**config.mk**
```make
export PLATFORM = sky130hd
export DESIGN_NAME = simd_lane_alu
export DESIGN_NICKNAME = d
export VERILOG_FILES = /design/src/rtl/simd_alu_pkg.sv /design/src/rtl/simd_op_decode.sv /design/src/rtl/simd_seg_adder.sv /design/src/rtl/simd_lane_post.sv /design/src/rtl/simd_bitwise.sv /design/src/rtl/simd_lane_alu.sv
export SDC_FILE = /design/constraint.sdc
export NUM_CORES = 1
export LEC_CHECK = 0
export ABC_CLOCK_PERIOD_IN_PS = 1500
export CAP_MARGIN = 20
export CORE_MARGIN = 1
export CORE_UTILIZATION = 55
export CTS_CLUSTER_DIAMETER = 60
export DETAILED_ROUTE_END_ITERATION = 10
export DONT_BUFFER_PORTS = 1
export GPL_ROUTABILITY_DRIVEN = 0
export PLACE_DENSITY = 0.7
export SLEW_MARGIN = 15
export SYNTH_ARGS = -nofsm -noshare
export SYNTH_HDL_FRONTEND = slang
export SYNTH_SLANG_ARGS = --single-unit
```
**constraint.sdc**
```tcl
create_clock -name clk -period 1.5 [get_ports clk]
set_clock_uncertainty 0.1 [all_clocks]
set_input_delay 0.3 -clock clk [delete_from_list [all_inputs] [get_ports clk]]
set_output_delay 0.3 -clock clk [all_outputs]
set_load 0.02 [all_outputs]
```
**src/rtl/simd_alu_pkg.sv**
```systemverilog
package simd_alu_pkg;

  typedef enum logic [3:0] {
    OP_ADD   = 4'd0,
    OP_SUB   = 4'd1,
    OP_ADDS  = 4'd2,
    OP_SUBS  = 4'd3,
    OP_ADDUS = 4'd4,
    OP_SUBUS = 4'd5,
    OP_CMPEQ = 4'd6,
    OP_CMPGT = 4'd7,
    OP_AND   = 4'd8,
    OP_ANDN  = 4'd9,
    OP_OR    = 4'd10,
    OP_XOR   = 4'd11
  } op_e;

  typedef enum logic [1:0] {
    LS_8  = 2'd0,
    LS_16 = 2'd1,
    LS_32 = 2'd2,
    LS_64 = 2'd3
  } lane_sz_e;

  typedef enum logic [1:0] {
    SEL_ARITH = 2'd0,
    SEL_CMP   = 2'd1,
    SEL_LOGIC = 2'd2,
    SEL_ZERO  = 2'd3
  } res_sel_e;

  typedef struct packed {
    logic     sub;     // invert source and inject carry at each lane start
    logic     sat_s;   // clamp on signed overflow
    logic     sat_u;   // clamp on unsigned carry/borrow
    logic     cmp_gt;  // compare flavour: 1 = greater-than, 0 = equal
    res_sel_e sel;
  } ctl_t;

  // Byte-index mask of a lane: low bits set for bytes inside one lane.
  function automatic logic [7:0] lane_mask_f(lane_sz_e sz);
    logic [7:0] m;
    m = '0;
    for (int k = 0; k < 3; k++) begin
      if (k < int'(sz)) m[k] = 1'b1;
    end
    return m;
  endfunction

endpackage

```
**src/rtl/simd_op_decode.sv**
```systemverilog
module simd_op_decode
  import simd_alu_pkg::*;
(
  input  logic [3:0] op_code,
  input  lane_sz_e   lane_sz,
  output ctl_t       ctl
);

  logic narrow_lane;   // 8 or 16 bit lanes
  logic not_full;      // anything but one 64-bit lane

  always_comb begin
    narrow_lane = (lane_sz == LS_8) || (lane_sz == LS_16);
    not_full    = (lane_sz != LS_64);
    ctl         = '{sub: 1'b0, sat_s: 1'b0, sat_u: 1'b0, cmp_gt: 1'b0, sel: SEL_ZERO};
    case (op_code)
      OP_ADD:   ctl.sel = SEL_ARITH;
      OP_SUB:   begin ctl.sel = SEL_ARITH; ctl.sub = 1'b1; end
      OP_ADDS:  begin ctl.sat_s = 1'b1; ctl.sel = narrow_lane ? SEL_ARITH : SEL_ZERO; end
      OP_SUBS:  begin ctl.sat_s = 1'b1; ctl.sub = 1'b1;
                      ctl.sel = narrow_lane ? SEL_ARITH : SEL_ZERO; end
      OP_ADDUS: begin ctl.sat_u = 1'b1; ctl.sel = narrow_lane ? SEL_ARITH : SEL_ZERO; end
      OP_SUBUS: begin ctl.sat_u = 1'b1; ctl.sub = 1'b1;
                      ctl.sel = narrow_lane ? SEL_ARITH : SEL_ZERO; end
      OP_CMPEQ: begin ctl.sub = 1'b1; ctl.sel = not_full ? SEL_CMP : SEL_ZERO; end
      OP_CMPGT: begin ctl.sub = 1'b1; ctl.cmp_gt = 1'b1;
                      ctl.sel = not_full ? SEL_CMP : SEL_ZERO; end
      OP_AND, OP_ANDN, OP_OR, OP_XOR: ctl.sel = SEL_LOGIC;
      default:  ctl.sel = SEL_ZERO;
    endcase
  end

endmodule

```
**src/rtl/simd_seg_adder.sv**
```systemverilog
module simd_seg_adder
  import simd_alu_pkg::*;
#(
  parameter int WORD_W = 64,
  parameter int BYTE_W = 8
) (
  input  logic [WORD_W-1:0]        a,
  input  logic [WORD_W-1:0]        b,
  input  logic                     sub,
  input  lane_sz_e                 lane_sz,
  output logic [WORD_W-1:0]        sum,
  output logic [WORD_W/BYTE_W-1:0] cout
);

  localparam int N_BYTES = WORD_W / BYTE_W;
  localparam int BIDX_W  = $clog2(N_BYTES);

  logic [BIDX_W-1:0] lane_mask;
  assign lane_mask = BIDX_W'(lane_mask_f(lane_sz));

  for (genvar i = 0; i < N_BYTES; i++) begin : g_byte
    logic [BYTE_W-1:0] b_eff;
    logic              lane_start;
    logic              cin;

    assign b_eff      = sub ? ~b[i*BYTE_W +: BYTE_W] : b[i*BYTE_W +: BYTE_W];
    assign lane_start = ((BIDX_W'(i) & lane_mask) == '0);

    if (i == 0) begin : g_first
      assign cin = sub;
    end else begin : g_rest
      // carry chain is cut where a new lane begins
      assign cin = lane_start ? sub : cout[i-1];
    end

    assign {cout[i], sum[i*BYTE_W +: BYTE_W]} =
      {1'b0, a[i*BYTE_W +: BYTE_W]} + {1'b0, b_eff} + {{BYTE_W{1'b0}}, cin};
  end

endmodule

```
**src/rtl/simd_lane_post.sv**
```systemverilog
module simd_lane_post
  import simd_alu_pkg::*;
#(
  parameter int WORD_W = 64,
  parameter int BYTE_W = 8
) (
  input  logic [WORD_W-1:0]        a,
  input  logic [WORD_W-1:0]        b,
  input  logic [WORD_W-1:0]        sum,
  input  logic [WORD_W/BYTE_W-1:0] cout,
  input  lane_sz_e                 lane_sz,
  input  ctl_t                     ctl,
  output logic [WORD_W-1:0]        arith_res,
  output logic [WORD_W-1:0]        cmp_res
);

  localparam int N_BYTES = WORD_W / BYTE_W;
  localparam int BIDX_W  = $clog2(N_BYTES);

  logic [BIDX_W-1:0]  lane_mask;
  logic [N_BYTES-1:0] a_msb_b, beff_msb_b, r_msb_b, ovf_s_b, ovf_u_b, eq_b;

  assign lane_mask = BIDX_W'(lane_mask_f(lane_sz));

  // Per-byte flags; only the flags of a lane's top byte are consumed.
  for (genvar i = 0; i < N_BYTES; i++) begin : g_flag
    assign a_msb_b[i]    = a[i*BYTE_W + BYTE_W-1];
    assign beff_msb_b[i] = b[i*BYTE_W + BYTE_W-1] ^ ctl.sub;
    assign r_msb_b[i]    = sum[i*BYTE_W + BYTE_W-1];
    assign ovf_s_b[i]    = (a_msb_b[i] == beff_msb_b[i]) && (r_msb_b[i] != a_msb_b[i]);
    assign ovf_u_b[i]    = cout[i] ^ ctl.sub;
    assign eq_b[i]       = (a[i*BYTE_W +: BYTE_W] == b[i*BYTE_W +: BYTE_W]);
  end

  for (genvar i = 0; i < N_BYTES; i++) begin : g_out
    logic [BIDX_W-1:0] top_idx;
    logic              is_top;
    logic              neg_side;
    logic              lane_eq;
    logic              lane_gt;

    assign top_idx  = BIDX_W'(i) | lane_mask;
    assign is_top   = (BIDX_W'(i) == top_idx);
    assign neg_side = a_msb_b[top_idx];

    always_comb begin
      lane_eq = 1'b1;
      for (int j = 0; j < N_BYTES; j++) begin
        if (((BIDX_W'(j) | lane_mask) == top_idx) && !eq_b[j]) lane_eq = 1'b0;
      end
    end

    // true sign of (a - b) is result sign corrected by signed overflow
    assign lane_gt = !lane_eq && !(r_msb_b[top_idx] ^ ovf_s_b[top_idx]);

    always_comb begin
      if (ctl.sat_s && ovf_s_b[top_idx]) begin
        arith_res[i*BYTE_W +: BYTE_W] = is_top ? {neg_side, {(BYTE_W-1){~neg_side}}}
                                               : {BYTE_W{~neg_side}};
      end else if (ctl.sat_u && ovf_u_b[top_idx]) begin
        arith_res[i*BYTE_W +: BYTE_W] = {BYTE_W{~ctl.sub}};
      end else begin
        arith_res[i*BYTE_W +: BYTE_W] = sum[i*BYTE_W +: BYTE_W];
      end
    end

    assign cmp_res[i*BYTE_W +: BYTE_W] = {BYTE_W{ctl.cmp_gt ? lane_gt : lane_eq}};
  end

endmodule

```
**src/rtl/simd_bitwise.sv**
```systemverilog
module simd_bitwise #(
  parameter int WORD_W = 64
) (
  input  logic [3:0]        op_code,
  input  logic [WORD_W-1:0] a,
  input  logic [WORD_W-1:0] b,
  output logic [WORD_W-1:0] y
);
  import simd_alu_pkg::*;

  always_comb begin
    case (op_code)
      OP_AND:  y = a & b;
      OP_ANDN: y = ~a & b;
      OP_OR:   y = a | b;
      OP_XOR:  y = a ^ b;
      default: y = '0;
    endcase
  end

endmodule

```
**src/rtl/simd_lane_alu.sv**
```systemverilog
module simd_lane_alu
  import simd_alu_pkg::*;
#(
  parameter int WORD_W = 64,
  parameter int BYTE_W = 8
) (
  input  logic              clk,
  input  logic              rst_n,
  input  logic              in_valid,
  input  logic [3:0]        op_code,
  input  logic [1:0]        lane_sz,
  input  logic [WORD_W-1:0] dst,
  input  logic [WORD_W-1:0] src,
  output logic              out_valid,
  output logic [WORD_W-1:0] result
);

  localparam int N_BYTES = WORD_W / BYTE_W;

  // reset: asserted asynchronously, released on the clock
  logic [1:0] rst_sync;
  logic       rs_n;

  always_ff @(posedge clk or negedge rst_n) begin
    if (!rst_n) rst_sync <= 2'b00;
    else        rst_sync <= {rst_sync[0], 1'b1};
  end
  assign rs_n = rst_sync[1];

  lane_sz_e           sz;
  ctl_t               ctl;
  logic [WORD_W-1:0]  sum, arith_res, cmp_res, logic_res;
  logic [N_BYTES-1:0] cout;

  assign sz = lane_sz_e'(lane_sz);

  simd_op_decode u_dec (
    .op_code (op_code),
    .lane_sz (sz),
    .ctl     (ctl)
  );

  simd_seg_adder #(.WORD_W(WORD_W), .BYTE_W(BYTE_W)) u_add (
    .a       (dst),
    .b       (src),
    .sub     (ctl.sub),
    .lane_sz (sz),
    .sum     (sum),
    .cout    (cout)
  );

  simd_lane_post #(.WORD_W(WORD_W), .BYTE_W(BYTE_W)) u_post (
    .a         (dst),
    .b         (src),
    .sum       (sum),
    .cout      (cout),
    .lane_sz   (sz),
    .ctl       (ctl),
    .arith_res (arith_res),
    .cmp_res   (cmp_res)
  );

  simd_bitwise #(.WORD_W(WORD_W)) u_bit (
    .op_code (op_code),
    .a       (dst),
    .b       (src),
    .y       (logic_res)
  );

  // next-state
  logic [WORD_W-1:0] res_d;
  logic              valid_d;

  always_comb begin
    case (ctl.sel)
      SEL_ARITH: res_d = arith_res;
      SEL_CMP:   res_d = cmp_res;
      SEL_LOGIC: res_d = logic_res;
      default:   res_d = '0;
    endcase
    valid_d = in_valid;
  end

  // registers
  always_ff @(posedge clk or negedge rs_n) begin
    if (!rs_n) out_valid <= 1'b0;
    else       out_valid <= valid_d;
  end

  always_ff @(posedge clk) begin
    if (in_valid) result <= res_d;
  end

  AST_WRAP_ZERO_SRC: assert property (@(posedge clk) disable iff (!rs_n)
    (in_valid && op_code == OP_ADD && src == '0) |=> (result == $past(dst)));
  AST_USUB_FLOOR: assert property (@(posedge clk) disable iff (!rs_n)
    (in_valid && op_code == OP_SUBUS && lane_sz <= 2'd1 && dst == '0) |=> (result == '0));
  AST_UADD_CEIL: assert property (@(posedge clk) disable iff (!rs_n)
    (in_valid && op_code == OP_ADDUS && lane_sz <= 2'd1 && dst == '1) |=> (result == '1));
  AST_EQ_SELF: assert property (@(posedge clk) disable iff (!rs_n)
    (in_valid && op_code == OP_CMPEQ && lane_sz != 2'd3 && dst == src) |=> (result == '1));
  AST_XOR_SELF: assert property (@(posedge clk) disable iff (!rs_n)
    (in_valid && op_code == OP_XOR && dst == src) |=> (result == '0));
  AST_VALID_RISE: assert property (@(posedge clk) disable iff (!rs_n)
    in_valid |=> out_valid);
  AST_VALID_FALL: assert property (@(posedge clk) disable iff (!rs_n)
    !in_valid |=> !out_valid);
  AST_RESULT_HOLD: assert property (@(posedge clk) disable iff (!rs_n)
    (!in_valid && out_valid) |=> $stable(result));

endmodule

```
==> flow_metrics.py <==
metrics = {
    "synthesis": {
        "synth.area.top_cells": "edfxtp_1, ha_1, xnor2_1",
        "ys_seq_area_share_pct": 17.7,
        "ys_async_sr_fraction_pct": 4.48,
        "synth_edf_count": 64,
        "synth.largest_area_cell": "edfxtp_1",
        "synth.distinct_cells": 85,
        "syn-num-nets": 1686,
        "synthesis.instances": 1414,
        "ys_seq_elements": 67,
        "ys_dominant_reg_cell": "edfxtp_1",
        "yosysWarningCount": 0,
        "synth_top_area_share_pct": 17.1,
        "syn_area_um2": 11300,
        "avgSynthCellArea_um2": 7.96,
    },
    "global_routing": {
        "grt_pass1_vias": 12900,
        "antenna_found_initial": 0,
        "grt_max_degree": 73,
        "grt.total_usage_pct": 39.1,
        "grt_overflow": 0,
        "grt_pass1_wl_um": 66000,
    },
    "cells_and_area": {
        "fin_util_pct": 78.1,
        "syn2layout_area_growth_pct": 37.3,
        "num-nets-final": 2069,
        "drive_above_1_share_pct": 31.2,
        "n_antenna_cell": 0,
        "finalNonFillerCells": 2067,
    },
    "worst_setup_path": {
        "crit_path_start": "op_code[0]",
        "required_ns": 1.49,
        "cp_slowest_stage_delay_ns": 0.42,
        "rrSetupSlack_ns": 0.77,
        "reg2reg_from": "rst_sync[1]",
        "path_max_fanout": 72,
        "path_common_cell": "fa_2",
        "crit_path_end_kind": "register",
        "start_kind": "primary input",
        "crit_type": "in -> reg",
        "arrival_ns": 13.97,
        "cpMaxStageDelayCell": "fa_2",
    },
    "routing": {
        "dr_total_vias": 13000,
        "wl_per_cell_um": 20.5,
        "post-route-drc-count": 0,
        "drt_iter0_drc": 1247,
        "routed_wirelength_um": 42400,
        "dr.pass1.iters": 5,
        "ant_nets": 0,
        "vias_per_cell": 6.30,
    },
    "sta": {
        "rsz0062_at_grt": "yes",
        "post-route-period-util_pct": 932,
        "tightest_slew_ns": 0.892,
        "report.final.hold_viol_count": 30,
        "fin_crit_ns": 13.98,
        "whs_ns": -0.0461,
        "final.setup.tns_ns": -788.46,
        "fmax_mhz": 71.6,
        "setup_ws_ns": -12.48,
        "report.final.slew_viol_count": 0,
        "relSlewSlack_pct": 40.5,
        "finalSetupViolCount": 64,
    },
    "placed_design": {
        "dpl.hpwl_um": 29300,
        "place_ws_ns": -12.70,
        "portBuffers": 0,
        "place_inst": 1955,
    },
    "hold_path": {
        "holdCritPathClass": "in -> reg",
        "worstHoldStart": "in_valid",
    },
    "power_and_ir_drop": {
        "p_leak_nw": 7.23,
        "ir_drop_mv": 0.546,
        "power_density_nw_per_um2": 799,
    },
    "floorplan": {
        "coreArea_um2": 19800,
        "start_util_pct": 56.9,
        "chipWidth_um": 145,
        "io_pins": 202,
        "design.die.area_um2": 21000,
        "die_y_um": 145,
        "rows": 51,
    },
    "job": {
        "max_cap_violations": 0,
    },
    "cts": {
        "cts.clk_slew.worst_paths_ns": 0.06,
        "cts-root-buf": "clkbuf_16",
        "cts_made_buffers": 9,
        "clock_latency_ns": 0.35,
        "cts_buffer_depth": 2,
        "holdBufCountCts": 2,
        "numClockSinks": 67,
        "cts_tree": "yes",
        "h-tree-depth": 3,
    },
    "run_status": {
        "violations": "hold timing, setup timing",
        "outcome": "finished with violations",
    },
}
[cell usage in the layout, fill, tap and decap left out, drive strengths merged, types with 4 or more instances in the layout]
| cell type | count |
|---|---|
| a21boi | 6 |
| o211ai | 28 |
| and2 | 4 |
| a211oi | 28 |
| nand2b | 7 |
| xnor2 | 96 |
| o211a | 4 |
| o2111ai | 23 |
| nor2b | 15 |
| nand3 | 53 |
| nor4 | 20 |
| a2111o | 10 |
| or2 | 6 |
| a211o | 8 |
| inv | 143 |
| and3 | 13 |
| o221ai | 4 |
| xor2 | 83 |
| edfxtp | 64 |
| o21ai | 107 |
| o21bai | 11 |
| o21a | 12 |
| fa | 15 |
| nor2 | 77 |
| nand4 | 7 |
| a21oi | 103 |
| a32oi | 33 |
| buf | 436 |
| a311oi | 4 |
| mux2i | 22 |
| clkbuf | 14 |
| nand2 | 92 |
| a31oi | 6 |
| a21o | 17 |
| nor3 | 32 |
| ha | 120 |
| nand3b | 5 |
| or3 | 34 |
[stage by stage]
| stage | power (mW) | area [um2] |
|---|---|---|
| final | 12.3 | 15400 |
| after floorplan | 6.63 | 11600 |
| after detailed placement | 8.69 | 14100 |
| after global placement | 8.56 | 14100 |
| after CTS | 11.8 | 15200 |
| after global routing | 13.0 | 15400 |
[cells in the mapped netlist (all sizes together), types with 5 or more instances]
cell,instances
fa,15
nand3,53
mux2i,22
or3,34
and3,13
o2111ai,23
a2111o,10
o21bai,11
nand3b,5
ha,120
clkbuf,45
nand4,7
a21oi,103
xor2,83
a211oi,28
a31oi,6
a21boi,6
nor2,77
o21a,12
nor2b,15
nand2,92
nor3,32
nor4,20
nand2b,7
a21o,17
a32oi,33
o211ai,28
edfxtp,64
xnor2,96
a211o,8
o21ai,106
inv,143
buf,20
or2,6
[what timing repair did]
item / 4_1_cts / 5_1_grt
pin swaps: 22 / 32
hold endpoints to repair: 68 / 65
setup endpoints to repair: 64 / 64
cloned: 1 / 0
buffers inserted: 85 / 14
gates resized for setup: 34 / 40
[worst paths after layout]
path / to / cells after the start
max: result[9] / 60
min: out_valid / 0
max reg2reg: out_valid / 1
min reg2reg: rst_sync[1] / 0
max in group asynchronous: out_valid / 1
min in group asynchronous: rst_sync[1] / 1
[critical path: cells and delay by family]
family / cells / cell delay [ns]
compound gates: 35 / 5.89
xor+xnor: 1 / 0.12
fa+ha+maj: 15 / 5.85
buf+inv: 3 / 0.53
mux: 1 / 0.21
simple gates: 5 / 1.01
[report_power, final]
group / switching (mW) / total (mW) / internal (mW)
registers: 0.417 / 2.82 / 2.40
logic: 3.44 / 7.13 / 3.69
clock network: 0.893 / 2.40 / 1.51
total: 4.75 / 12.3 / 7.60
[cells by family after synthesis]
logic type | synth area share, %
compound gates | 26.0
simple gates | 16.3
buf+inv | 7.92
xor+xnor | 13.9
fa+ha+maj | 16.0
flops | 17.7
mux | 2.06
other cells | 0.0333
[routing by layer]
layer,global-route usage [%],vias up,part of all wire (%)
li1,-,5936,-
met1,47.7,6117,38
met2,65.2,819,47
met3,8.90,151,11
met4,17.6,0,4.0
met5,0,-,0
[final cells by class]
type | instances | area (um2)
repair buffers | 438 | 3400
clock buffers | 14 | 254
fillers | 1340 | 4340
flip-flops and latches | 67 | 2000
well taps | 265 | 332
inverters | 144 | 541
clock inverters | 2 | 60.1
multi-input cells | 1137 | 8860
[registers in the layout, summed over array words and instances (netlist names)]
register / count
out_valid: 1
rst_sync: 2
result: 64
(Power assumes the default switching activity.)
